==> config.mk <==
export PLATFORM = sky130hd
export DESIGN_NAME = scl_clock_gen
export DESIGN_NICKNAME = d
export VERILOG_FILES = /design/src/rtl/scl_clock_gen.sv
export SDC_FILE = /design/constraint.sdc
export NUM_CORES = 1
export LEC_CHECK = 0
export BUFFER_PORTS_ARGS = -buffer_cell sky130_fd_sc_hd__buf_2
export CORE_MARGIN = 2
export CORE_UTILIZATION = 35
export CTS_CLUSTER_SIZE = 28
export DETAILED_ROUTE_END_ITERATION = 16
export PLACE_DENSITY = 0.51
export SYNTH_ARGS = -nofsm -noshare
export SYNTH_HDL_FRONTEND = slang
export SYNTH_SLANG_ARGS = --single-unit
==> constraint.sdc <==
create_clock -name clk -period 2.3 [get_ports clk]
set_input_delay 0.115 -clock clk [delete_from_list [all_inputs] [get_ports clk]]
set_output_delay 0.115 -clock clk [all_outputs]
set_load 0.1 [all_outputs]
==> src/rtl/scl_clock_gen.sv <==
module scl_clock_gen #(
  parameter int CW = 8
) (
  input  logic            clk,
  input  logic            rst_n,
  input  logic            enable,
  input  logic            run,
  input  logic            start_req,
  input  logic [2*CW-1:0] bus_clk_cfg,
  input  logic [CW-1:0]   hold_cfg,
  input  logic            scl_in,
  output logic            scl_oe,
  output logic            mid_stb,
  output logic            fall_stb
);

  typedef enum logic [1:0] {ST_PARK, ST_HOLD, ST_LOW, ST_HIGH} phase_t;

  phase_t         ph;
  logic [CW-1:0]  lo_q, hi_q, hold_q, cnt;
  logic           cnt_zero;

  assign cnt_zero = (cnt == '0);

  always_ff @(posedge clk or negedge rst_n) begin
    if (!rst_n) begin
      lo_q   <= '0;
      hi_q   <= '0;
      hold_q <= '0;
    end else if (!enable) begin
      lo_q   <= bus_clk_cfg[CW-1:0];
      hi_q   <= bus_clk_cfg[2*CW-1:CW];
      hold_q <= hold_cfg;
    end
  end

  always_ff @(posedge clk or negedge rst_n) begin
    if (!rst_n) begin
      ph  <= ST_PARK;
      cnt <= '0;
    end else if (!enable) begin
      ph  <= ST_PARK;
      cnt <= '0;
    end else begin
      case (ph)
        ST_PARK: if (start_req) begin
          ph  <= ST_HOLD;
          cnt <= hold_q;
        end
        ST_HOLD: if (cnt_zero) begin
          ph  <= ST_LOW;
          cnt <= lo_q;
        end else cnt <= cnt - 1'b1;
        ST_LOW: if (cnt_zero) begin
          ph  <= ST_HIGH;
          cnt <= hi_q;
        end else cnt <= cnt - 1'b1;
        ST_HIGH: if (scl_in) begin
          if (cnt_zero) begin
            ph  <= run ? ST_LOW : ST_PARK;
            cnt <= run ? lo_q : '0;
          end else cnt <= cnt - 1'b1;
        end
        default: ph <= ST_PARK;
      endcase
    end
  end

  assign scl_oe   = (ph == ST_LOW);
  assign fall_stb = (ph == ST_LOW) && (cnt == lo_q);
  assign mid_stb  = (ph == ST_HIGH) && scl_in && (cnt == (hi_q >> 1));


  disable_release_chk: assert property (@(posedge clk) disable iff (!rst_n)
    !enable |=> (!scl_oe && !mid_stb && !fall_stb));


  stretch_hold_chk: assert property (@(posedge clk) disable iff (!rst_n)
    (enable && ph == ST_HIGH && !scl_in) |=> (ph == ST_HIGH && $stable(cnt)));


  fall_on_drive_chk: assert property (@(posedge clk) disable iff (!rst_n)
    fall_stb |-> $rose(scl_oe));


  strobe_excl_chk: assert property (@(posedge clk) disable iff (!rst_n)
    $onehot0({mid_stb, fall_stb}));


  cfg_frozen_chk: assert property (@(posedge clk) disable iff (!rst_n)
    (enable && $past(enable)) |-> $stable({hi_q, lo_q, hold_q}));

endmodule

==> results.cfg, run 1 <==
[run_status]
status = completed

[global_route]
overflow = 0
grt_pass1_wl_mm = 8.11
grt_max_degree = 35
grt_antenna_before_repair = 0
grt_pass1_vias = 1562
grtUsageTotal = 0.167

[drt]
firstDrtPassIters = 4
drtIter0Drc = 173
wl_per_cell_um = 17.1
ant_nets = 0
vias = 1545
routed_wl_mm = 4.90
viasPerCell = 5.38
drc = 0

[clocking]
cts-root-buf = clkbuf_8
cts.sinks = 34
cts.hold.buffers_added = 1
clock_path_buffers = 2
clkTransAtPathRegs_ps = 70
h-tree-depth = 2
ctsResizeCount = 0
clock_latency_ps = 290
cts_tree = done
cts_made_buffers = 5
post_cts_buffers = 0

[power]
totalPowerFinal_mw = 2.62
irDropWorstVdd_v = 0.000434
power.leakage_nw = 0.984
powerDensity_nw_per_um2 = 1130

[synth]
synth_top_cell_by_area = dfrtp_1
synth_top_area_frac = 0.414
ys_ff_latch = 34
yosysUniqueCellTypes = 54
synth_edf_count = 0
async_flop_share = 1.00
avgSynthCellArea_sq_um = 11.2
ys.flop_type = dfrtp_1
synthTopCellsByArea = dfrtp_1 41%, mux2_2 13%, xnor2_1 5.1%
synth.net_count = 216
synth_cells = 184
yosysSeqAreaShare = 0.414
yosys_warnings = 0
synthTopCellsByCount = 34 x dfrtp_1, 24 x mux2_2, 12 x xnor2_1, 9 x a21oi_1, 8 x o21ai_0
synth.most_common_cell = dfrtp_1
synthesis.area_sq_um = 2060

[timing]
worstMarginPinSlew_ps = 773
layout_min_cycle_time_ps = 2140
relSlewSlack = 0.485
fmax_mhz = 468
hold_viol_final = 0
slew_viol_final = 0
clock-skew-final_ps = 5.38
rsz0062_at_grt = no
post-route-period-util = 0.929
finalSetupViolations = 0

[die]
die-area_sq_um = 6500
die_h_um = 80.6
core_area_sq_um = 5570
die_width_um = 80.6
io-pin-count = 33
initial_core_util = 0.369
num_rows = 27

[final_layout]
finalNetCount = 246
antenna_cells = 0
area_delta_synth_final_pct = 13.1
fin_area_sq_um = 2330
drive_above_1_share = 0.386
stdcell_count = 287

[place]
dpl-instance-area_sq_um = 2220
io_buffers = 32
hpwlAfterDp_mm = 3.73
placed_cells = 278
gp_congestion = 0.852

[worst_hold_path]
hp-class = primary input to flip-flop

[critical_path]
path_class = flip-flop to output pin
critical_path.top_delay_family = buffers and inverters
critPathRequiredTime_ps = 2180
cp_num_buf_inv = 2
max_stage_delay_ps = 460
cpMaxStageDelayCell = buf_2
path_cells = buf_4, xnor2_1, nand4_1, nor4_4, buf_2
worstSetupEndpointType = output pin
startpoint_type = flip-flop
arrival_ps = 2020
path_max_fanout = 5

[job]
cap_violations = 0
final timing paths:
kind,endpoint,from,depth (start not counted),slack [ps]
min reg2reg,hold_q[2],hold_q[2],1,510
min in group asynchronous,ph[0],rst_n,2,440
max in group asynchronous,lo_q[0],rst_n,2,1370
max reg2reg,cnt[0],cnt[1],6,380
min,lo_q[1],bus_clk_cfg[1],2,50
max,mid_stb,cnt[5],5,160
through the flow:
stage,utilization,setup TNS (ps),setup slack [ps],hold slack (ps)
after floorplan,-,-96.5,-96.5,-181
after global placement,0.399,0,429,252
after detailed placement,0.399,0,395,238
after CTS,0.417,0,163,54.0
after global routing,0.417,0,58.1,50.0
final,0.417,0,164,54.7
worst reg2reg max path, delay by kind of cell (launching register included):
kind / cells / cell delay (ps)
AND/OR/NAND/NOR: 3 / 830
flip-flops: 1 / 450
AO/OA/AOI/OAI: 1 / 270
adder cells (fa/ha/maj): 1 / 140
buffers and inverters: 1 / 130
state kept, by name, summed over array words and instances (netlist names):
name / cells
cnt: 8
hi_q: 8
hold_q: 8
lo_q: 8
ph: 2
per-layer routing:
metal  GRT usage  vias up  wire length, um
met5           0        -                0
met4      0.0424        0               63
met3      0.0360        7              182
met2       0.271       41             2370
met1       0.225      760             2290
li1            -      737                -
cells by family after synthesis:
family / after synthesis / synth area share
XOR/XNOR: 17 / 0.0724
AND/OR/NAND/NOR: 42 / 0.137
adder cells (fa/ha/maj): 2 / 0.0122
flip-flops: 34 / 0.414
buffers and inverters: 21 / 0.0779
AO/OA/AOI/OAI: 44 / 0.155
multiplexers: 24 / 0.131
where the power goes:
group	leakage (nW)	switching [mW]	internal, mW
combinational	0.524	0.656	0.580
clock	0.0482	0.218	0.242
sequential	0.412	0.210	0.715
total	0.984	1.08	1.54
cell usage in the layout (no fill, tap or decap), types with 3 or more instances in the layout:
cell type | netlist | routed
dfrtp_1 | 34 | 34
buf_4 | 1 | 5
nor4b_1 | 5 | 5
buf_2 | 1 | 32
o21ai_0 | 8 | 8
clkbuf_8 | 2 | 6
xor2_1 | 5 | 5
nand4_1 | 4 | 4
nor2b_1 | 4 | 3
xnor2_1 | 12 | 12
nand2_1 | 6 | 6
a32o_1 | 4 | 4
nor2_1 | 3 | 3
inv_1 | 6 | 6
a21oi_1 | 9 | 9
o22ai_1 | 3 | 3
mux2_2 | 24 | 24
area by class of cell:
cell class / instances / area [sq um]
Sequential cell: 34 / 851
Fill cell: 548 / 3250
Timing Repair Buffer: 38 / 208
Inverter: 6 / 22.5
Clock buffer: 7 / 86.3
Tap cell: 72 / 90.1
Multi-Input combinational cell: 129 / 1060
Clock inverter: 1 / 5.00
(Power assumes the default switching activity.)
==> run 2, diff against run 1 <==
Settings changed: REMOVE_ABC_BUFFERS from default to 1.
==> results.cfg, run 2 (synthesis gave the netlist of run 1 again) <==
[run_status]
status = completed

[critical_path]
critPathRequiredTime_ps = 2180
startpoint_type = flip-flop
crit_end = mid_stb
path_class = flip-flop to output pin
path_max_fanout = 15
r2r_end = cnt[5]
worstSetupEndpointType = output pin
rr_worst_depth = 6
reg2reg_from = cnt[0]
reg2reg_slack_ps = 340
startpoint = ph[0]
arrival_ps = 1880

[final_layout]
finish.utilization = 0.409
mostFrequentLayoutCell = dfrtp_1
drive_above_1_share = 0.358
stdcell_count = 284
antenna_cells = 0
finalNetCount = 244
mostFrequentLayoutCells = 34 x dfrtp_1, 32 x buf_2, 24 x mux2_2
fin_area_sq_um = 2280
area_delta_synth_final_pct = 10.8

[timing]
clock-skew-final_ps = 3.08
relSlewSlack = 0.482
worstMarginPinSlew_ps = 776
finalSetupViolations = 0
post-route-period-util = 0.868
slew_viol_final = 0
holdWs_ps = 58.8
rsz0062_at_grt = no
hold_viol_final = 0
layout_min_cycle_time_ps = 2000
fmax_mhz = 501
tns_ps = 0
timing.final.ws_setup_ps = 303

[power]
powerDensity_nw_per_um2 = 1110
power.leakage_nw = 0.959
totalPowerFinal_mw = 2.52
irDropWorstVdd_v = 0.000429

[place]
pre_cts_slack_ps = 371
hpwlAfterDp_mm = 3.46
placed_cells = 276
gp_congestion = 0.879
io_buffers = 32
dpl-instance-area_sq_um = 2190

[clocking]
clock_latency_ps = 280
cts_made_buffers = 5
cts-root-buf = clkbuf_8
h-tree-depth = 2
ctsResizeCount = 0
clkTransAtPathRegs_ps = 60
cts_tree = done
cts.sinks = 34
clock_path_buffers = 2
cts.hold.buffers_added = 1
post_cts_buffers = 0

[global_route]
grtUsageTotal = 0.162
grt_antenna_before_repair = 0
grt_pass1_wl_mm = 7.91
overflow = 0
grt_pass1_vias = 1600
grt_max_degree = 35

[die]
num_rows = 27
initial_core_util = 0.369
die_width_um = 80.6
die-area_sq_um = 6500
core_area_sq_um = 5570
die_h_um = 80.6
io-pin-count = 33

[drt]
routed_wl_mm = 4.79
firstDrtPassIters = 5
vias = 1546
viasPerCell = 5.44
wl_per_cell_um = 16.9
drtIter0Drc = 106
ant_nets = 0
drc = 0

[worst_hold_path]
hp-class = primary input to flip-flop
min-delay-start = bus_clk_cfg[14]

[job]
cap_violations = 0
-- run 2: routing by layer --
layer / routed length (um) / share of wire / track usage
met4: 93 / 0.019 / 0.0644
met2: 2050 / 0.43 / 0.244
met5: 0 / 0 / 0
met1: 2300 / 0.48 / 0.218
met3: 334 / 0.070 / 0.0438
-- run 2: report_power, final --
| part | total [mW] | internal [mW] | switching (mW) | leakage (nW) |
|---|---|---|---|---|
| clock network | 0.409 | 0.208 | 0.201 | 0.0383 |
| logic | 1.17 | 0.559 | 0.612 | 0.508 |
| registers | 0.939 | 0.715 | 0.225 | 0.412 |
-- run 2: worst max-delay path, stage by stage, from the launching register on --
cell and delay [ps]:
dfrtp_1 650, nand4_1 180, nor4_1 290, buf_2 480
-- run 2: cell type report --
class / instances / area (sq um)
multi-input combinational: 129 / 1040
inverter: 6 / 22.5
timing repair buffer: 36 / 193
clock buffer: 7 / 76.3
sequential: 34 / 851
tap: 72 / 90.1
fill: 573 / 3300
-- run 2: how the worst min path moves through the flow --
stage | to | depth (start not counted)
after global placement | hold_q[5] | 1
after CTS | hold_q[4] | 2
final | hi_q[6] | 2
after global routing | hold_q[7] | 2
after floorplan | cnt[0] | 0
after detailed placement | hold_q[5] | 1
==> run 3, diff against run 2 <==
Settings changed: GPL_TIMING_DRIVEN from default to 0.
==> results.cfg, run 3 (synthesis gave the netlist of run 1 again) <==
[run_status]
status = completed

[timing]
finalSetupViolations = 0
hold_viol_final = 0
timing.final.ws_setup_ps = 217
rsz0062_at_grt = no
layout_min_cycle_time_ps = 2080
fmax_mhz = 480
relSlewSlack = 0.490
worstMarginPinSlew_ps = 765
slew_viol_final = 0
post-route-period-util = 0.906
tns_ps = 0
clock-skew-final_ps = 8.83

[critical_path]
reg2reg_from = cnt[0]
cpMaxStageDelayCell = dfrtp_1
path_cells = xnor2_1, nand4_1, nor4_1, and3_1, buf_2
worstSetupEndpointType = output pin
startpoint_type = flip-flop
path_class = flip-flop to output pin
path_max_fanout = 8
cp_num_buf_inv = 1
max_stage_delay_ps = 480
critPathRequiredTime_ps = 2180
arrival_ps = 1970
critical_path.top_delay_family = simple AND/OR/NAND/NOR gates
startpoint = cnt[5]

[die]
die-area_sq_um = 6500
die_width_um = 80.6
core_area_sq_um = 5570
initial_core_util = 0.369
die_h_um = 80.6
io-pin-count = 33
num_rows = 27

[drt]
vias = 1509
wl_per_cell_um = 16.5
routed_wl_mm = 4.66
drtIter0Drc = 105
ant_nets = 0
firstDrtPassIters = 4
drc = 0
viasPerCell = 5.35

[power]
power.leakage_nw = 0.952
powerDensity_nw_per_um2 = 1120
irDropWorstVdd_v = 0.000399

[global_route]
grt_max_degree = 35
grt_pass1_wl_mm = 7.58
grtUsageTotal = 0.155
grt_antenna_before_repair = 0
grt_pass1_vias = 1527
overflow = 0

[place]
gp_congestion = 0.825
pre_cts_slack_ps = 317
hpwlAfterDp_mm = 3.22
io_buffers = 32
placed_cells = 273

[final_layout]
area_delta_synth_final_pct = 10.5
antenna_cells = 0
finish.utilization = 0.407
mostFrequentLayoutCell = dfrtp_1
drive_above_1_share = 0.362
stdcell_count = 282
mostFrequentLayoutCells = 33 x dfrtp_1, 32 x buf_2, 24 x mux2_2
finalNetCount = 241
n_fill_cell = 587

[worst_hold_path]
hp-class = primary input to flip-flop
min-delay-start = bus_clk_cfg[1]

[clocking]
cts_tree = done
post_cts_buffers = 0
cts-root-buf = clkbuf_8
clkTransAtPathRegs_ps = 70
clock_latency_ps = 290
clock_path_buffers = 2
cts_made_buffers = 5
cts.sinks = 34
h-tree-depth = 2

[job]
cap_violations = 0
-- run 3: cell types whose count changed in the layout (fill, tap and decap cells not counted), sizes merged --
cell / change
buf: -3
clkinv: +1
-- run 3: worst register-to-register path, cell delays in order, from the launching register on --
cell       delay (ps)
dfrtp_1           460
inv_1             140
ha_1              140
or4b_4            520
a2111oi_2         340
a211oi_2           90
o221a_1           210
-- run 3: cell type report --
cell class / count / area [sq um] / share of cell area
Clock buffer: 7 / 86.3 / 0.0380
Sequential cell: 34 / 852 / 0.375
Tap cell: 72 / 90.1 / 0.0397
Inverter: 6 / 22.5 / 0.00992
Clock inverter: 1 / 5.00 / 0.00220
Multi-Input combinational cell: 129 / 1040 / 0.460
Timing Repair Buffer: 33 / 170 / 0.0749
-- run 3: layer usage --
layer | wire length, um | GRT usage
met1 | 2250 | 0.211
met2 | 2080 | 0.243
met3 | 276 | 0.0360
met4 | 54 | 0.0508
met5 | 0 | 0
-- run 3: stage by stage --
| stage | hold slack, ps | instance area (sq um) | power (mW) |
|---|---|---|---|
| finish | 49.9 | 2270 | 2.55 |
| CTS | 51.9 | 2270 | 2.57 |
| detailed placement | 241 | 2170 | 2.10 |
| global placement | 254 | 2170 | 2.10 |
| floorplan | -181 | 1920 | 1.79 |
| global route | 46.9 | 2270 | 2.74 |
-- run 3: final timing paths --
path | to | slack (ps) | depth (start not counted)
max | fall_stb | 220 | 5
min | lo_q[1] | 50 | 2
max reg2reg | cnt[4] | 300 | 6
min reg2reg | hold_q[1] | 500 | 1
max in group asynchronous | ph[0] | 1340 | 2
min in group asynchronous | hold_q[5] | 430 | 2
-- run 3: what timing repair did --
action	in CTS	in global routing
endpoints found under the hold margin	34	0
hold buffers	1	0
gates resized for setup	0	1
endpoints found under the setup margin	0	2
-- run 3: power by group --
| part | leakage, nW | internal [mW] | total (mW) | switching, mW |
|---|---|---|---|---|
| Combinational | 0.494 | 0.542 | 1.14 | 0.597 |
| Clock | 0.0482 | 0.241 | 0.458 | 0.217 |
| Sequential | 0.411 | 0.715 | 0.953 | 0.238 |
